## config.mk

```make
export PLATFORM = sky130hd
export DESIGN_NAME = mdu_copro
export DESIGN_NICKNAME = d
export VERILOG_FILES = /design/src/rtl/mdu_pkg.sv /design/src/rtl/mdu_order.sv /design/src/rtl/mdu_engine.sv /design/src/rtl/mdu_copro.sv
export SDC_FILE = /design/constraint.sdc
export NUM_CORES = 1
export LEC_CHECK = 0
export ABC_AREA = 1
export BUFFER_PORTS_ARGS = -buffer_cell sky130_fd_sc_hd__buf_2
export CORE_UTILIZATION = 37
export DETAILED_ROUTE_END_ITERATION = 6
export SLEW_MARGIN = 5
export SYNTH_ARGS = -nofsm -noshare
export SYNTH_HDL_FRONTEND = slang
export SYNTH_HIERARCHICAL = 1
export SYNTH_SLANG_ARGS = --single-unit
```

## constraint.sdc

```tcl
create_clock -name clk -period 8.35 [get_ports clk]
set_input_delay 1.67 -clock clk [delete_from_list [all_inputs] [get_ports clk]]
set_output_delay 1.67 -clock clk [all_outputs]
set_load 0.03 [all_outputs]
```

## src/rtl/mdu_pkg.sv

```systemverilog
`timescale 1ns/1ps
package mdu_pkg;
  localparam int DW  = 32;          // dividend / product / shift width
  localparam int HW  = DW / 2;      // divisor / factor width
  localparam int SCW = $clog2(DW);  // shift count width
  localparam int CW  = SCW + 1;     // iteration counter width
  localparam int NMD = 6;           // operand/result bytes

  typedef enum logic [2:0] {
    OP_NONE, OP_DIV, OP_MUL, OP_SHL, OP_SHR, OP_NORM
  } op_e;

  typedef enum logic [2:0] {
    SQ_IDLE, SQ_W0, SQ_D1, SQ_D2, SQ_D3, SQ_D4, SQ_M4, SQ_M1
  } seq_e;
endpackage

```

## src/rtl/mdu_order.sv

```systemverilog
`timescale 1ns/1ps
// Decodes the order of accepted register writes into an operation start.
module mdu_order
  import mdu_pkg::*;
(
  input  logic       clk,
  input  logic       rst_n,
  input  logic       wr_ok,
  input  logic [2:0] wr_idx,
  input  logic [5:0] ctl_bits,
  output logic       start,
  output op_e        op
);
  seq_e state_q, state_d;

  always_comb begin
    state_d = state_q;
    start   = 1'b0;
    op      = OP_NONE;
    if (wr_ok) begin
      state_d = SQ_IDLE;
      case (wr_idx)
        3'd0: state_d = SQ_W0;
        3'd1: if (state_q == SQ_W0) state_d = SQ_D1;
              else if (state_q == SQ_M4) state_d = SQ_M1;
        3'd2: if (state_q == SQ_D1) state_d = SQ_D2;
        3'd3: if (state_q == SQ_D2) state_d = SQ_D3;
        3'd4: if (state_q == SQ_D3) state_d = SQ_D4;
              else if (state_q == SQ_W0) state_d = SQ_M4;
        3'd5: if (state_q == SQ_D4) begin
                start = 1'b1; op = OP_DIV;
              end else if (state_q == SQ_M1) begin
                start = 1'b1; op = OP_MUL;
              end
        3'd6: if (state_q == SQ_D3) begin
                start = 1'b1;
                if (ctl_bits[4:0] == 5'd0) op = OP_NORM;
                else if (ctl_bits[5])      op = OP_SHR;
                else                       op = OP_SHL;
              end
        default: state_d = SQ_IDLE;
      endcase
    end
  end

  always_ff @(posedge clk or negedge rst_n)
    if (!rst_n) state_q <= SQ_IDLE;
    else        state_q <= state_d;

  // Every start ends the sequence
  assert_seq_restart_R12: assert property (@(posedge clk) disable iff (!rst_n)
    start |=> (state_q == SQ_IDLE));
endmodule

```

## src/rtl/mdu_engine.sv

```systemverilog
`timescale 1ns/1ps
// Iterative datapath: one quotient bit, product bit or shift step per clock.
module mdu_engine
  import mdu_pkg::*;
#(
  parameter int W   = DW,
  parameter int H   = W / 2,
  parameter int SW  = $clog2(W),
  parameter int CNW = SW + 1
) (
  input  logic          clk,
  input  logic          rst_n,
  input  logic          load,
  input  op_e           op_in,
  input  logic [W-1:0]  opa,
  input  logic [H-1:0]  opb,
  input  logic [SW-1:0] sc_in,
  output logic          busy,
  output logic          done,
  output logic [W-1:0]  res,
  output logic [H-1:0]  rem,
  output logic [SW-1:0] sc_out,
  output logic          ovf
);
  op_e            op_q, op_d;
  logic [W-1:0]   x_q, x_d;
  logic [H-1:0]   r_q, r_d, b_q, b_d;
  logic [CNW-1:0] cnt_q, cnt_d;
  logic           busy_q, busy_d, done_q, done_d, ovf_q, ovf_d;
  logic [H:0]     sh, dif, sum;
  logic           ge, fin;

  always_comb begin
    op_d = op_q; x_d = x_q; r_d = r_q; b_d = b_q; cnt_d = cnt_q;
    busy_d = busy_q; done_d = 1'b0; ovf_d = ovf_q;
    sh  = {r_q, x_q[W-1]};
    dif = sh - {1'b0, b_q};
    ge  = (sh >= {1'b0, b_q});
    sum = {1'b0, r_q} + (x_q[0] ? {1'b0, b_q} : '0);
    fin = (op_q == OP_NORM) ? (x_q[W-1] || x_q == '0) : (cnt_q == '0);
    if (load) begin
      op_d   = op_in;
      busy_d = 1'b1;
      ovf_d  = 1'b0;
      r_d    = '0;
      x_d    = (op_in == OP_MUL) ? {{(W-H){1'b0}}, opb} : opa;
      b_d    = (op_in == OP_MUL) ? opa[H-1:0] : opb;
      case (op_in)
        OP_DIV:         cnt_d = CNW'(W);
        OP_MUL:         cnt_d = CNW'(H);
        OP_SHL, OP_SHR: cnt_d = {1'b0, sc_in};
        default:        cnt_d = '0;
      endcase
    end else if (busy_q) begin
      if (fin) begin
        busy_d = 1'b0;
        done_d = 1'b1;
        case (op_q)
          OP_DIV:  ovf_d = (b_q == '0);
          OP_MUL:  begin ovf_d = (r_q != '0); x_d = {r_q, x_q[H-1:0]}; end
          OP_NORM: ovf_d = (x_q == '0);
          default: ovf_d = 1'b0;
        endcase
      end else begin
        case (op_q)
          OP_DIV: begin
            r_d   = ge ? dif[H-1:0] : sh[H-1:0];
            x_d   = {x_q[W-2:0], ge};
            cnt_d = cnt_q - 1'b1;
          end
          OP_MUL: begin
            r_d   = sum[H:1];
            x_d   = {x_q[W-1:H], sum[0], x_q[H-1:1]};
            cnt_d = cnt_q - 1'b1;
          end
          OP_SHL:  begin x_d = x_q << 1; cnt_d = cnt_q - 1'b1; end
          OP_SHR:  begin x_d = x_q >> 1; cnt_d = cnt_q - 1'b1; end
          OP_NORM: begin x_d = x_q << 1; cnt_d = cnt_q + 1'b1; end
          default: ;
        endcase
      end
    end
  end

  always_ff @(posedge clk or negedge rst_n)
    if (!rst_n) begin
      op_q <= OP_NONE; x_q <= '0; r_q <= '0; b_q <= '0; cnt_q <= '0;
      busy_q <= 1'b0; done_q <= 1'b0; ovf_q <= 1'b0;
    end else begin
      op_q <= op_d; x_q <= x_d; r_q <= r_d; b_q <= b_d; cnt_q <= cnt_d;
      busy_q <= busy_d; done_q <= done_d; ovf_q <= ovf_d;
    end

  assign busy   = busy_q;
  assign done   = done_q;
  assign res    = x_q;
  assign rem    = r_q;
  assign sc_out = cnt_q[SW-1:0];
  assign ovf    = ovf_q;

  // The control logic never loads a new job while one is running
  assert_load_idle_R8: assert property (@(posedge clk) disable iff (!rst_n)
    load |-> !busy_q);
  // A successful normalize ends with the top bit set
  assert_norm_msb_R6: assert property (@(posedge clk) disable iff (!rst_n)
    (done_q && op_q == OP_NORM && !ovf_q) |-> x_q[W-1]);
  // A zero divisor yields an all-ones quotient
  assert_div0_ones_R3: assert property (@(posedge clk) disable iff (!rst_n)
    (done_q && op_q == OP_DIV && ovf_q) |-> (&x_q));
endmodule

```

## src/rtl/mdu_copro.sv

```systemverilog
`timescale 1ns/1ps
// Register-mapped multiply/divide/shift coprocessor.
module mdu_copro
  import mdu_pkg::*;
#(
  parameter logic [7:0] ADDR_BASE = 8'hE9
) (
  input  logic       clk,
  input  logic       rst_n,
  input  logic [7:0] sfr_addr,
  input  logic       sfr_wr,
  input  logic       sfr_rd,
  input  logic [7:0] sfr_wdata,
  output logic [7:0] sfr_rdata
);
  localparam logic [2:0] CTL_IDX = 3'(NMD);

  logic [1:0] rs_q;
  logic       rst_s;
  always_ff @(posedge clk or negedge rst_n)
    if (!rst_n) rs_q <= 2'b00;
    else        rs_q <= {rs_q[0], 1'b1};
  assign rst_s = rs_q[1];

  logic [7:0] idx_full;
  logic [2:0] idx, fin_idx;
  logic       hit, busy_all, wr_ok, wr_md0, rd_fin, rd_ctl;
  assign idx_full = sfr_addr - ADDR_BASE;
  assign idx      = idx_full[2:0];
  assign hit      = (idx_full <= 8'(NMD));

  logic [NMD-1:0][7:0] md_q, md_d;
  logic [SCW-1:0]      sc_q, sc_d;
  logic slr_q, slr_d, mdov_q, mdov_d, mdef_q, mdef_d;
  logic armed_q, armed_d, rdy_q, rdy_d, start_q;
  op_e  op_q, op_d, seq_op;
  logic seq_start;

  logic            core_busy, core_done, core_ovf;
  logic [DW-1:0]   core_res;
  logic [HW-1:0]   core_rem;
  logic [SCW-1:0]  core_sc;

  assign busy_all = start_q | core_busy | core_done;
  assign wr_ok    = sfr_wr & hit & ~busy_all;
  assign wr_md0   = sfr_wr & hit & (idx == 3'd0);
  assign fin_idx  = (op_q == OP_DIV) ? 3'd5 : 3'd3;
  assign rd_fin   = sfr_rd & hit & ~busy_all & rdy_q & (idx == fin_idx);
  assign rd_ctl   = sfr_rd & hit & (idx == CTL_IDX);

  mdu_order u_order (
    .clk(clk), .rst_n(rst_s), .wr_ok(wr_ok), .wr_idx(idx),
    .ctl_bits(sfr_wdata[5:0]), .start(seq_start), .op(seq_op)
  );

  mdu_engine #(.W(DW)) u_engine (
    .clk(clk), .rst_n(rst_s), .load(start_q), .op_in(op_q),
    .opa(md_q[3:0]), .opb(md_q[5:4]), .sc_in(sc_q),
    .busy(core_busy), .done(core_done), .res(core_res), .rem(core_rem),
    .sc_out(core_sc), .ovf(core_ovf)
  );

  always_comb begin
    md_d = md_q; sc_d = sc_q; slr_d = slr_q; mdov_d = mdov_q;
    op_d = op_q; rdy_d = rdy_q;
    for (int i = 0; i < NMD; i++)
      if (wr_ok && idx == 3'(i)) md_d[i] = sfr_wdata;
    if (wr_ok && idx == CTL_IDX) {slr_d, sc_d} = sfr_wdata[5:0];
    if (core_done) begin
      md_d[3:0] = core_res;
      if (op_q == OP_DIV)  md_d[5:4] = core_rem;
      if (op_q == OP_NORM) sc_d = core_sc;
      mdov_d = core_ovf;
      rdy_d  = 1'b1;
    end
    if (seq_start) begin
      op_d   = seq_op;
      mdov_d = 1'b0;
      rdy_d  = 1'b0;
    end
    if (rd_fin) rdy_d = 1'b0;
    armed_d = wr_md0 ? 1'b1 : (rd_fin ? 1'b0 : armed_q);
    mdef_d  = (wr_md0 && armed_q) ? 1'b1 : (rd_ctl ? 1'b0 : mdef_q);
  end

  always_ff @(posedge clk or negedge rst_s)
    if (!rst_s) begin
      md_q <= '0; sc_q <= '0; slr_q <= 1'b0; mdov_q <= 1'b0; mdef_q <= 1'b0;
      armed_q <= 1'b0; rdy_q <= 1'b0; start_q <= 1'b0; op_q <= OP_NONE;
    end else begin
      md_q <= md_d; sc_q <= sc_d; slr_q <= slr_d; mdov_q <= mdov_d;
      mdef_q <= mdef_d; armed_q <= armed_d; rdy_q <= rdy_d;
      start_q <= seq_start; op_q <= op_d;
    end

  always_comb begin
    sfr_rdata = 8'h00;
    if (hit) begin
      if (idx == CTL_IDX) sfr_rdata = {mdef_q, mdov_q, slr_q, sc_q};
      for (int i = 0; i < NMD; i++)
        if (idx == 3'(i)) sfr_rdata = md_q[i];
    end
  end

  // A job being loaded never sees a stale overflow flag
  assert_ovf_clear_R7: assert property (@(posedge clk) disable iff (!rst_s)
    start_q |-> !mdov_q);
  // Operand bytes hold while a job runs
  assert_hold_busy_R8: assert property (@(posedge clk) disable iff (!rst_s)
    (busy_all && !core_done) |=> $stable(md_q));
  // A restart while armed raises the error flag
  assert_err_set_R9: assert property (@(posedge clk) disable iff (!rst_s)
    (wr_md0 && armed_q) |=> mdef_q);
  // Reading the control byte clears the error flag
  assert_err_clear_R11: assert property (@(posedge clk) disable iff (!rst_s)
    (rd_ctl && !sfr_wr) |=> !mdef_q);
endmodule

```

==> results by group <==
Timing
  • Worst slew pin tran: 1.028 ns
  • Clock Skew: 0.01593 ns
  • Headroom to the max-slew limit: 31.46%
  • Min cycle time layout: 6.160 ns
  • Setup violators final: 0
  • WHS: 0.3531 ns
  • FMAX: 162.3 MHz
  • Period Utilization, post-route: 73.77%
  • Worst setup margin: 2.190 ns
  • Fin Setup TNS: 0 ns
  • Slew Viols, Final: 0
  • Final-report hold violation count: 0
  • RSZ-0062 raised after global routing: false

Placed design
  • Cells after DPL: 2108
  • Port bufs: 27
  • DP Wirelength: 29.74 mm
  • Place WS: 2.315 ns
  • Placement Cell Area: 11630 um2
  • Routability cong.: 0.9479

Pwr
  • Comb pwr share: 6.9%
  • Maximum VDD drop: 81.88 uV
  • PD cells: 132.1 nW/um2
  • Switching Share: 29.07%
  • Power consumption: 1.611 mW
  • Psw: 0.4684 mW
  • Internal power: 1.143 mW
  • Clock power frac: 46.5%
  • Static leakage: 6.662 nW
  • Sequential Power Share: 46.6%

Yosys
  • Share of flip-flops with an asynchronous set or reset: 100.0%
  • Top cells by count, synth: 619 x nand2_1, 209 x inv_1, 150 x nand3_1
  • Register bit total from synthesis: 143
  • Synth Area in XOR/XNOR: 1.003%
  • Synth Net Count: 1819
  • Synth Warn #: 6
  • Top post-synthesis cells by area: dfrtp_1 32%, nand2_1 20%, inv_1 6.9%
  • Synth Area in Adders: 5.049%
  • Largest family of logic cells by synthesized area: simple AND/OR/NAND/NOR gates
  • Post-synth EDFFs: 0
  • Library cells used by synthesis: 50
  • Synth top area share: 31.53%
  • Mux contribution to synthesized area: 0.9700%
  • Compound-gate portion of the synthesized area: 12.25%
  • Post-Synth Simple-Gate Area: 38.27%
  • Ys flop type: dfrtp_1
  • Most numerous cell in the Yosys netlist: nand2_1
  • Synth Area per Inst: 6.468 um2
  • Netlist Area Pre-Place: 11350 um2
  • Yosys top cell by area: dfrtp_1
  • Register area share after synthesis: 31.53%
  • Cells after synthesis: 1755

GRT
  • GRT Total Usage: 25.80%
  • Antenna violations before repair: 0
  • Grt total ovfl: 0
  • First-pass GRT wire length: 60.64 mm
  • Vias in the first global route: 10340
  • Largest net degree at the start of global routing: 76

Critical path
  • Worst-path maximum fanout: 12
  • Arrival time worst endpoint: 4.49 ns
  • Worst EP required: 6.68 ns
  • CP Class: input pin to output pin
  • CP Launch Type: input pin
  • Crit path capture type: output pin

Clock tree
  • CTS H-tree depth: 4
  • CTS tree: done
  • Clk pin slew, worst setup/hold paths: 0.06 ns
  • Sink Count: 143
  • Clk_lat worst skew: 0.44 ns
  • Clock root cell: clkbuf_16
  • Postcts setup bufs: 0
  • Post-CTS Hold Fix Bufs: 0
  • Post-CTS sizing: 0
  • CTS max path bufs: 2
  • TritonCTS buffer count: 17

Route
  • Final antenna-violating net count: 0
  • WL/cell: 18.36 um
  • Via count: 11410
  • Starting DRC count in detailed routing: 1200
  • DR DRC count: 1
  • Drt via density: 5.333
  • Drt first pass iters: 7
  • Final WL: 39.29 mm

Layout
  • # diodes: 0
  • Final cell count without fillers: 2140
  • Design Area, Final: 12190 um2
  • Seq. cell area: 3582 um2
  • Final Core Density: 40.82%
  • Fin nets: 1801
  • # fillers: 3128
  • Syn-to-layout area delta: 7.429%
  • Layout cell share with drive strength beyond 1: 8.114%
  • Area of the multi-input gates: 6535 um2

Floorplanning
  • Die Width: 177.2 um
  • Boundary Pins: 28
  • Die area: 31380 um2
  • Die H: 177.2 um
  • Core area: 29870 um2
  • Initial core utilization: 37.99%
  • Rows: 63

Status
  • Status: finished, violations left
  • Violated checks: DRC

Flow run
  • Max-Cap Viols: 0

Worst hold path
  • HP Class: flop to flop
## critical path, stage by stage
cell and delay, ns:
buf_2 0.12, inv_1 0.15, ha_1 0.27, ha_1 0.52, nand2_1 0.20, inv_1 0.30
nand2_1 0.14, o211ai_1 0.11, o211ai_1 0.11, nand3_1 0.09, nand2_1 0.07, a31oi_1 0.43
buf_2 0.31
## registers in the layout (all words and copies together), names as in the netlist, 2 cells and up
register	flops
u_engine/cnt_q	6
u_order/state_q	3
u_engine/b_q	16
u_engine/op_q	3
rs_q	2
op_q	3
sc_q	5
u_engine/res	32
u_engine/rem	16
md_q	48
## worst paths after layout
kind / slack (ns) / end / start / cells after the start
setup / recovery: 2.19 / sfr_rdata[3] / sfr_addr[0] / 13
min in group asynchronous: 0.45 / u_engine/cnt_q[0] / rs_q[1] / 0
max in group asynchronous: 6.34 / u_engine/b_q[8] / rs_q[1] / 1
setup reg to reg: 4.96 / u_engine/res[16] / u_engine/res[0] / 11
hold / removal: 0.35 / rs_q[1] / rs_q[0] / 0
hold reg to reg: 0.35 / rs_q[1] / rs_q[0] / 0
## area by class of cell
type | instances | share of cell area [%]
clock buffer | 17 | 3.489
clock inverter | 15 | 1.170
inverter | 222 | 6.834
multi-input combinational | 1319 | 53.59
sequential | 143 | 29.38
tap | 390 | 4.002
timing repair buffer | 34 | 1.539
## routing by layer
metal | global-route usage (%) | part of all wire, %
met1 | 36.40 | 45
met2 | 38.49 | 43
met3 | 4.102 | 7.8
met4 | 11.60 | 3.9
met5 | 0 | 0
## placed cells by master, fill, tap and decap left out, types with 21 or more instances in the layout
| cell | n |
|---|---|
| nand2_1 | 619 |
| inv_1 | 208 |
| nand3_1 | 150 |
| dfrtp_1 | 142 |
| nor2_1 | 114 |
| o21ai_0 | 88 |
| a21oi_1 | 75 |
| nand4_1 | 49 |
| ha_1 | 41 |
| buf_2 | 27 |
| or2_2 | 21 |
## power groups by stage
stage | Sequential [mW] | Combinational [mW] | Clock, mW
after global routing | 0.753 | 0.125 | 0.791
after CTS | 0.749 | 0.110 | 0.764
final | 0.751 | 0.112 | 0.749
after detailed placement | 0.763 | 0.110 | 0
after global placement | 0.764 | 0.108 | 0
after floorplan | 0.750 | 0.0707 | 0
## cell families (layout without fill, tap and decap cells)
kind of cell | after synthesis | in the layout
AND/OR/NAND/NOR | 1004 | 1004
other | 1 | 1
XOR/XNOR | 13 | 13
buffers and inverters | 293 | 288
adder cells (fa/ha/maj) | 44 | 44
AO/OA/AOI/OAI | 246 | 246
flip-flops | 143 | 143
multiplexers | 11 | 11
No activity file was read; power rests on OpenSTA's default activity.
